## config.mk

```make
export PLATFORM = sky130hd
export DESIGN_NAME = plru_tree_sel
export DESIGN_NICKNAME = d
export VERILOG_FILES = /design/src/rtl/plru_pkg.sv /design/src/rtl/plru_store.sv /design/src/rtl/plru_update.sv /design/src/rtl/plru_decode.sv /design/src/rtl/plru_tree_sel.sv
export SDC_FILE = /design/constraint.sdc
export NUM_CORES = 1
export LEC_CHECK = 0
export ABC_AREA = 1
export BUFFER_PORTS_ARGS = -buffer_cell sky130_fd_sc_hd__buf_2
export CORE_ASPECT_RATIO = 1.75
export CORE_UTILIZATION = 40
export DETAILED_ROUTE_END_ITERATION = 7
export MAX_ROUTING_LAYER = met4
export PLACE_DENSITY = 0.67
export SLEW_MARGIN = 5
export SYNTH_ARGS = -nofsm -noshare
export SYNTH_HDL_FRONTEND = slang
export SYNTH_HIERARCHICAL = 1
export SYNTH_SLANG_ARGS = --single-unit
export TNS_END_PERCENT = 50
```

## constraint.sdc

```tcl
create_clock -name clk -period 3.7 [get_ports clk]
set_clock_uncertainty 0.1 [all_clocks]
set_input_delay 0 -clock clk [delete_from_list [all_inputs] [get_ports clk]]
set_output_delay 0 -clock clk [all_outputs]
set_load 0.005 [all_outputs]
```

## src/rtl/plru_pkg.sv

```systemverilog
package plru_pkg;

  // bit 0: root, bit 1: low-pair leaf, bit 2: high-pair leaf
  typedef logic [2:0] plru_tree_t;
  typedef logic [1:0] plru_way_t;

  localparam plru_tree_t PLRU_RESET = 3'b000;

  // Victim: root selects the pair, the pair's leaf selects the way.
  function automatic plru_way_t plru_victim(input plru_tree_t t);
    plru_way_t w;
    w[1] = t[0];
    w[0] = t[0] ? t[2] : t[1];
    return w;
  endfunction

  // Update: root points to the other pair, leaf points to the sibling way.
  function automatic plru_tree_t plru_touch(input plru_tree_t t, input plru_way_t w);
    plru_tree_t n;
    n    = t;
    n[0] = ~w[1];
    if (w[1]) n[2] = ~w[0];
    else      n[1] = ~w[0];
    return n;
  endfunction

endpackage

```

## src/rtl/plru_store.sv

```systemverilog
module plru_store
  import plru_pkg::*;
#(
  parameter int SETS  = 16,
  parameter int IDX_W = (SETS > 1) ? $clog2(SETS) : 1
) (
  input  logic             clk,
  input  logic             rst_n,
  input  logic             wr_en,
  input  logic [IDX_W-1:0] wr_idx,
  input  plru_tree_t       wr_data,
  input  logic [IDX_W-1:0] rda_idx,
  output plru_tree_t       rda_data,
  input  logic [IDX_W-1:0] rdb_idx,
  output plru_tree_t       rdb_data
);

  plru_tree_t trees_q [SETS];

  for (genvar s = 0; s < SETS; s++) begin : g_set
    always_ff @(posedge clk) begin
      if (!rst_n) begin
        trees_q[s] <= PLRU_RESET;
      end else if (wr_en && (wr_idx == IDX_W'(s))) begin
        trees_q[s] <= wr_data;
      end
    end
  end

  always_comb begin
    rda_data = PLRU_RESET;
    rdb_data = PLRU_RESET;
    for (int s = 0; s < SETS; s++) begin
      if (rda_idx == IDX_W'(s)) rda_data = trees_q[s];
      if (rdb_idx == IDX_W'(s)) rdb_data = trees_q[s];
    end
  end

endmodule

```

## src/rtl/plru_update.sv

```systemverilog
module plru_update
  import plru_pkg::*;
(
  input  plru_tree_t cur_tree,
  input  plru_way_t  used_way,
  output plru_tree_t next_tree
);

  assign next_tree = plru_touch(cur_tree, used_way);

endmodule

```

## src/rtl/plru_decode.sv

```systemverilog
module plru_decode
  import plru_pkg::*;
(
  input  plru_tree_t tree,
  output plru_way_t  way
);

  assign way = plru_victim(tree);

endmodule

```

## src/rtl/plru_tree_sel.sv

```systemverilog
module plru_tree_sel
  import plru_pkg::*;
#(
  parameter int SETS  = 16,
  parameter int IDX_W = (SETS > 1) ? $clog2(SETS) : 1
) (
  input  logic             clk,
  input  logic             rst_n,
  input  logic             acc_valid,
  input  logic [IDX_W-1:0] acc_idx,
  input  logic [1:0]       acc_way,
  input  logic [IDX_W-1:0] req_idx,
  output logic [1:0]       victim_way
);

  // Named internal events for the checker
  plru_tree_t acc_tree;   // stored tree of the accessed set
  plru_tree_t acc_next;   // tree to be written
  plru_tree_t req_tree;   // stored tree of the requested set
  logic       upd_fire;

  assign upd_fire = acc_valid;

  plru_store #(.SETS(SETS), .IDX_W(IDX_W)) u_store (
    .clk      (clk),
    .rst_n    (rst_n),
    .wr_en    (upd_fire),
    .wr_idx   (acc_idx),
    .wr_data  (acc_next),
    .rda_idx  (acc_idx),
    .rda_data (acc_tree),
    .rdb_idx  (req_idx),
    .rdb_data (req_tree)
  );

  plru_update u_update (
    .cur_tree  (acc_tree),
    .used_way  (acc_way),
    .next_tree (acc_next)
  );

  plru_decode u_decode (
    .tree (req_tree),
    .way  (victim_way)
  );

endmodule

```

==> results of run 1 <==
per-layer routing:
layer,wire [um],vias to the layer above,global-route usage [%]
li1,-,1295,-
met5,0,-,-
met4,266,0,12.2
met1,2840,1163,22.4
met3,344,19,3.59
met2,3910,73,40.2
worst register-to-register path, stage by stage, from the launching register on:
cell and delay, ps:
edfxtp_1 400, nand3_1 100, nand2_1 60, nor2_1 110, nand4_1 110, nand2_1 80, nand3_1 70, nand2_1 70
nand4_1 80, nor2_1 120, nand3_1 80, nand2_1 70, o21ai_0 70, inv_1 470, nor2_1 130
per-stage QoR:
stage	cells	utilization, %	power [mW]	setup WS [ps]	area (sq um)
6_report	489	46.0	1.28	1310	3200
5_1_grt	489	46.0	1.33	1140	3200
4_1_cts	489	46.0	1.29	1290	3200
3_5_place_dp	481	43.6	0.802	1300	3040
3_3_place_gp	481	43.6	0.800	1350	3040
2_1_floorplan	392	-	0.744	1730	2900
layout by cell type (no fill, tap or decap), types with 2 or more instances in the layout:
cell,n
nand2_1,105
nor2_1,89
inv_1,48
edfxtp_1,48
nand3_1,35
nand4_1,20
buf_2,14
o21ai_0,10
a21oi_1,7
clkbuf_16,5
nor3_1,5
inv_2,4
nor2_2,3
or2_2,3
clkinv_1,2
nand2_2,2
nor2_4,2
power breakdown:
part / internal, mW / leakage (nW) / switching (mW)
Sequential: 0.624 / 0.486 / 0.0130
Combinational: 0.0382 / 0.767 / 0.115
Clock: 0.314 / 0.0789 / 0.178
Total: 0.976 / 1.33 / 0.307
area by class of cell:
class	instances	area (sq um)	area share, %
flip-flops and latches	48	1440	45.1
multi-input cells	283	1220	38.3
inverters	52	195	6.10
clock buffers	5	125	3.91
well taps	84	105	3.29
repair buffers	14	70.1	2.19
clock inverters	3	37.5	1.17
final timing paths:
kind | slack (ps) | cells past startpoint | end
max | 1310 | 14 | u_store/trees_q[0][7]
min | 150 | 3 | u_store/trees_q[1][17]
max reg2reg | 1310 | 14 | u_store/trees_q[0][7]
min reg2reg | 1010 | 6 | u_store/trees_q[1][17]
==> metrics.json, run 1 <==
{
  "max_freq": {"value": 418, "unit": "MHz"},
  "area_growth": {"value": 10.3, "unit": "%"},
  "relSlewSlack": {"value": 39.7, "unit": "%"},
  "initial_core_util": {"value": 41.7, "unit": "%"},
  "place.gp.congestion": {"value": 0.890},
  "critical_path.max_stage_delay": {"value": 470, "unit": "ps"},
  "reg.largest.list": {"value": "u_store/trees_q x48"},
  "path_delay_family": {"value": "simple AND/OR/NAND/NOR gates"},
  "critPathCaptureType": {"value": "flop"},
  "i_o_buffers": {"value": 14},
  "clockRootBuffer": {"value": "clkbuf_16"},
  "setup_repair_after_global_routing_missed_its_margin": {"value": "no"},
  "worst-setup-path-type": {"value": "flop to flop"},
  "firstDrtPassIters": {"value": 5},
  "vias_in_the_first_global_route": {"value": 2619},
  "drt_first_iter_violations": {"value": 150},
  "nFillCells": {"value": 711},
  "data_required_time_of_the_worst_path": {"value": 3610, "unit": "ps"},
  "min-delay-start": {"value": "acc_valid"},
  "power.ir.vdd_worst": {"value": 399, "unit": "uV"},
  "p_leak": {"value": 1.33, "unit": "nW"},
  "critical_path.n_buffers_inverters": {"value": 1},
  "worstPathArrival": {"value": 2300, "unit": "ps"},
  "fp.dieArea": {"value": 0.00761, "unit": "sq mm"},
  "largest_reg_flops": {"value": 48},
  "max_cap_check_violation_count": {"value": 0},
  "die_width": {"value": 66.4, "unit": "um"},
  "ctsHtreeMaxLevel": {"value": 2},
  "worst_pin_slew": {"value": 897, "unit": "ps"},
  "final_antenna_net_count": {"value": 0},
  "placeable_area": {"value": 0.00696, "unit": "sq mm"},
  "path_common_cell": {"value": "nand2_1"},
  "avgSynthCellArea": {"value": 7.40, "unit": "sq um"},
  "routed_wl": {"value": 7360, "unit": "um"},
  "num_vias": {"value": 2550},
  "post_route_cells_drive_above_1_share": {"value": 8.40, "unit": "%"},
  "post_synth_instance_area": {"value": 0.00290, "unit": "sq mm"},
  "maximum_count_of_clock_buffers_along_a_single_path": {"value": 2},
  "grt_overflow": {"value": 0},
  "grt_use_total": {"value": 22.4, "unit": "%"},
  "worstPathCellList": {"value": "nand3_1, nand2_1, nor2_1, nand4_1, nand2_1, nand3_1, nand2_1, nand4_1, nor2_1, nand3_1, nand2_1, o21ai_0, inv_1, nor2_1"},
  "hold_viol_final": {"value": 0},
  "startpoint_types": {"value": "flop"},
  "fin_worst_hold_slack": {"value": 152, "unit": "ps"},
  "cts_sinks": {"value": 48},
  "insertedDiodeCount": {"value": 0},
  "setup.worst_path.start": {"value": "u_store/trees_q[0][1]"},
  "fin_setup_tns": {"value": 0, "unit": "ps"},
  "die_height": {"value": 115, "unit": "um"},
  "cts_hold_repair.buffers": {"value": 0},
  "hpwl_after_detailed_placement": {"value": 5850, "unit": "um"},
  "remaining_drc_errors": {"value": 0},
  "power_density": {"value": 401, "unit": "mW/mm^2"},
  "critPathSlowestCell": {"value": "inv_1"},
  "post_cts_buffers": {"value": 0},
  "tritoncts_clock_tree": {"value": "yes"},
  "num_cts_buffers": {"value": 5},
  "critical_path.reg2reg.startpoint": {"value": "u_store/trees_q[0][1]"},
  "routed_via_density": {"value": 5.21},
  "io_pins": {"value": 15},
  "floorplan.rows": {"value": 40},
  "number_of_antenna_violations_at_the_first_check_in_global_routing": {"value": 0},
  "syn_nets": {"value": 405},
  "drt-wirelength-per-cell": {"value": 15.1, "unit": "um"},
  "timing.final.crit_share": {"value": 64.6, "unit": "%"},
  "clkTransAtPathRegs": {"value": 60, "unit": "ps"},
  "grt_first_pass_wirelength": {"value": 12100, "unit": "um"},
  "max_flop_register": {"value": "u_store/trees_q"},
  "finalMaxSlewViolations": {"value": 0},
  "synthCells": {"value": 392},
  "post_cts.resized_instances": {"value": 0},
  "result_of_the_run": {"value": "completed"},
  "latest_clock_arrival_within_the_worst_skew_pair": {"value": 290, "unit": "ps"},
  "critPathMaxFanout": {"value": 16},
  "yosys_warnings": {"value": 6},
  "hold_path_class": {"value": "primary input to flop"},
  "tmin_final": {"value": 2390, "unit": "ps"},
  "finalSetupViolations": {"value": 0},
  "final_nets": {"value": 417},
  "grt_max_degree": {"value": 33}
}
Note: power is estimated with default switching activity, not from simulation.
==> inputs of run 2 (changes only) <==
- clock period: 3.7 -> 2.2 ns (I/O delays scaled with it)
==> metrics.json, run 2 (same netlist as run 1, synthesis figures left out) <==
{
  "result_of_the_run": {"value": "completed", "change": "unchanged"},
  "io_pins": {"value": 15, "change": "unchanged"},
  "final_antenna_net_count": {"value": 0, "change": "unchanged"},
  "vias_in_the_first_global_route": {"value": 2624, "change": "was 2619"},
  "clockRootBuffer": {"value": "clkbuf_16", "change": "unchanged"},
  "max_flop_register": {"value": "u_store/trees_q", "change": "unchanged"},
  "storage_cell_area": {"value": 0.00144, "unit": "sq mm", "change": "unchanged"},
  "worst_pin_slew": {"value": 691, "unit": "ps", "change": "was 897 ps"},
  "place.gp.congestion": {"value": 0.910, "change": "was 0.890"},
  "insertedDiodeCount": {"value": 0, "change": "unchanged"},
  "firstDrtPassIters": {"value": 5, "change": "unchanged"},
  "die_width": {"value": 66.4, "unit": "um", "change": "unchanged"},
  "area_growth": {"value": 12.6, "unit": "%", "change": "was 10.3%"},
  "multi_input_area": {"value": 0.00122, "unit": "sq mm", "change": "unchanged"},
  "critPathMaxFanout": {"value": 12, "change": "was 16"},
  "max_freq": {"value": 503, "unit": "MHz", "change": "was 418 MHz"},
  "num_vias": {"value": 2652, "change": "was 2550"},
  "post_cts_buffers": {"value": 0, "change": "unchanged"},
  "power.ir.vdd_worst": {"value": 404, "unit": "uV", "change": "was 399 uV"},
  "num_cts_buffers": {"value": 5, "change": "unchanged"},
  "tritoncts_clock_tree": {"value": "yes", "change": "unchanged"},
  "i_o_buffers": {"value": 14, "change": "unchanged"},
  "switchingPower": {"value": 0.513, "unit": "mW", "change": "was 0.307 mW"},
  "layout_commonest_cell": {"value": "nand2_1", "change": "unchanged"},
  "timing.final.crit_share": {"value": 90.4, "unit": "%", "change": "was 64.6%"},
  "setup.reg_to_reg.worst_slack": {"value": 210, "unit": "ps", "change": "was 1310 ps"},
  "grt_use_total": {"value": 23.3, "unit": "%", "change": "was 22.4%"},
  "final_nets": {"value": 426, "change": "was 417"},
  "grt_first_pass_wirelength": {"value": 12400, "unit": "um", "change": "was 12100 um"},
  "setup_repair_after_global_routing_missed_its_margin": {"value": "no", "change": "unchanged"},
  "placeable_area": {"value": 0.00696, "unit": "sq mm", "change": "unchanged"},
  "pwr-share-comb": {"value": 13.9, "unit": "%", "change": "was 12.0%"},
  "layout.cells.most_common_list": {"value": "nand2_1, nor2_1, edfxtp_1", "change": "was nand2_1, nor2_1, inv_1, edfxtp_1, nand3_1"},
  "hold_viol_final": {"value": 0, "change": "unchanged"},
  "number_of_antenna_violations_at_the_first_check_in_global_routing": {"value": 0, "change": "unchanged"},
  "drt-wirelength-per-cell": {"value": 15.2, "unit": "um", "change": "was 15.1 um"},
  "floorplan.rows": {"value": 40, "change": "unchanged"},
  "p_total": {"value": 2.07, "unit": "mW", "change": "was 1.28 mW"},
  "finalMaxSlewViolations": {"value": 0, "change": "unchanged"},
  "initial_core_util": {"value": 41.7, "unit": "%", "change": "unchanged"},
  "nFillCells": {"value": 705, "change": "was 711"},
  "maximum_count_of_clock_buffers_along_a_single_path": {"value": 2, "change": "unchanged"},
  "reg.largest.list": {"value": "u_store/trees_q x48", "change": "unchanged"},
  "cts_hold_repair.buffers": {"value": 0, "change": "unchanged"},
  "routed_wl": {"value": 7560, "unit": "um", "change": "was 7360 um"},
  "max_cap_check_violation_count": {"value": 0, "change": "unchanged"},
  "ctsHtreeMaxLevel": {"value": 2, "change": "unchanged"},
  "finalSetupViolations": {"value": 0, "change": "unchanged"},
  "grt_max_degree": {"value": 33, "change": "unchanged"},
  "latest_clock_arrival_within_the_worst_skew_pair": {"value": 280, "unit": "ps", "change": "was 290 ps"},
  "worst-setup-path-type": {"value": "flop to flop", "change": "unchanged"},
  "clkTransAtPathRegs": {"value": 60, "unit": "ps", "change": "about the same"},
  "fin_setup_tns": {"value": 0, "unit": "ps", "change": "unchanged"},
  "cts_sinks": {"value": 48, "change": "unchanged"},
  "drt_first_iter_violations": {"value": 172, "change": "was 150"},
  "die_height": {"value": 115, "unit": "um", "change": "unchanged"},
  "p_int": {"value": 1.56, "unit": "mW", "change": "was 0.976 mW"},
  "remaining_drc_errors": {"value": 0, "change": "unchanged"},
  "power_density": {"value": 634, "unit": "mW/mm^2", "change": "was 401 mW/mm^2"},
  "switching_share": {"value": 24.8, "unit": "%", "change": "was 23.9%"},
  "p_leak": {"value": 1.37, "unit": "nW", "change": "was 1.33 nW"},
  "sequentialPowerShare": {"value": 51.9, "unit": "%", "change": "was 49.7%"},
  "worstPathArrival": {"value": 1920, "unit": "ps", "change": "was 2300 ps"},
  "fp.dieArea": {"value": 0.00761, "unit": "sq mm", "change": "unchanged"},
  "startpoint_types": {"value": "flop", "change": "unchanged"},
  "critPathCaptureType": {"value": "flop", "change": "unchanged"},
  "hpwl_after_detailed_placement": {"value": 5900, "unit": "um", "change": "was 5850 um"},
  "hold_path_class": {"value": "primary input to flop", "change": "unchanged"},
  "post_route_cells_drive_above_1_share": {"value": 10.4, "unit": "%", "change": "was 8.40%"},
  "tmin_final": {"value": 1990, "unit": "ps", "change": "was 2390 ps"},
  "relSlewSlack": {"value": 53.7, "unit": "%", "change": "was 39.7%"},
  "routed_via_density": {"value": 5.33, "change": "was 5.21"},
  "clock_power_share": {"value": 34.2, "unit": "%", "change": "was 38.4%"},
  "largest_reg_flops": {"value": 48, "change": "unchanged"},
  "grt_overflow": {"value": 0, "change": "unchanged"},
  "final_core_utilization": {"value": 46.9, "unit": "%", "change": "was 46.0%"},
  "data_required_time_of_the_worst_path": {"value": 2130, "unit": "ps", "change": "was 3610 ps"},
  "post_cts.resized_instances": {"value": 0, "change": "unchanged"}
}
[run 2: cell types whose count changed in the layout (fill, tap and decap cells not counted)]
cell,previous run,this run
buf_12,0,2
clkinv_1,2,1
clkbuf_1,0,2
inv_1,48,47
inv_2,4,5
buf_4,0,7
bufinv_16,1,0
[run 2: area by class of cell]
cell class                      instances  share of cell area, %
Multi-Input combinational cell        283                   37.5
Clock inverter                          1                  0.115
Tap cell                               84                   3.22
Timing Repair Buffer                   23                   4.98
Sequential cell                        48                   44.2
Clock buffer                            7                   4.06
Inverter                               52                   5.98
[run 2: final timing paths]
kind                             to              startpoint  depth (start not counted)
max reg2reg  u_store/trees_q[0][23]  u_store/trees_q[0][11]                         13
max          u_store/trees_q[0][23]  u_store/trees_q[0][11]                         13
min reg2reg  u_store/trees_q[1][11]  u_store/trees_q[1][17]                          6
min          u_store/trees_q[0][13]               acc_valid                          3
[run 2: power groups by stage]
| stage | clock network, mW | registers [mW] | logic (mW) |
|---|---|---|---|
| after floorplan | 0 | 1.08 | 0.173 |
| after global placement | 0 | 1.09 | 0.279 |
| after detailed placement | 0 | 1.09 | 0.283 |
| after CTS | 0.727 | 1.07 | 0.286 |
| after global routing | 0.759 | 1.08 | 0.318 |
| final | 0.708 | 1.07 | 0.288 |
[run 2: per-layer routing]
layer,track usage (%),part of all wire [%]
met5,-,0
met4,15.2,5.3
met3,2.69,4.5
met2,39.9,52
met1,24.4,38
[run 2: through the flow]
stage	instances	hold slack, ps	setup slack [ps]	area (sq um)
after CTS	498	154	120	3260
after floorplan	392	211	232	2900
after detailed placement	490	458	157	3130
final	498	161	211	3260
after global placement	490	441	148	3130
after global routing	498	178	41.7	3260
[run 2: worst max-delay path, cell delays in order (launching register included)]
cell and delay (ps):
edfxtp_1 410, nand3_1 100, nand4_1 110, nor2_1 110
nand4_1 90, nand2_1 70, nand4_1 80, nand2_1 90
nand4_1 90, nand2_1 90, nand2_1 60, inv_2 120
buf_12 150, nor2_1 50
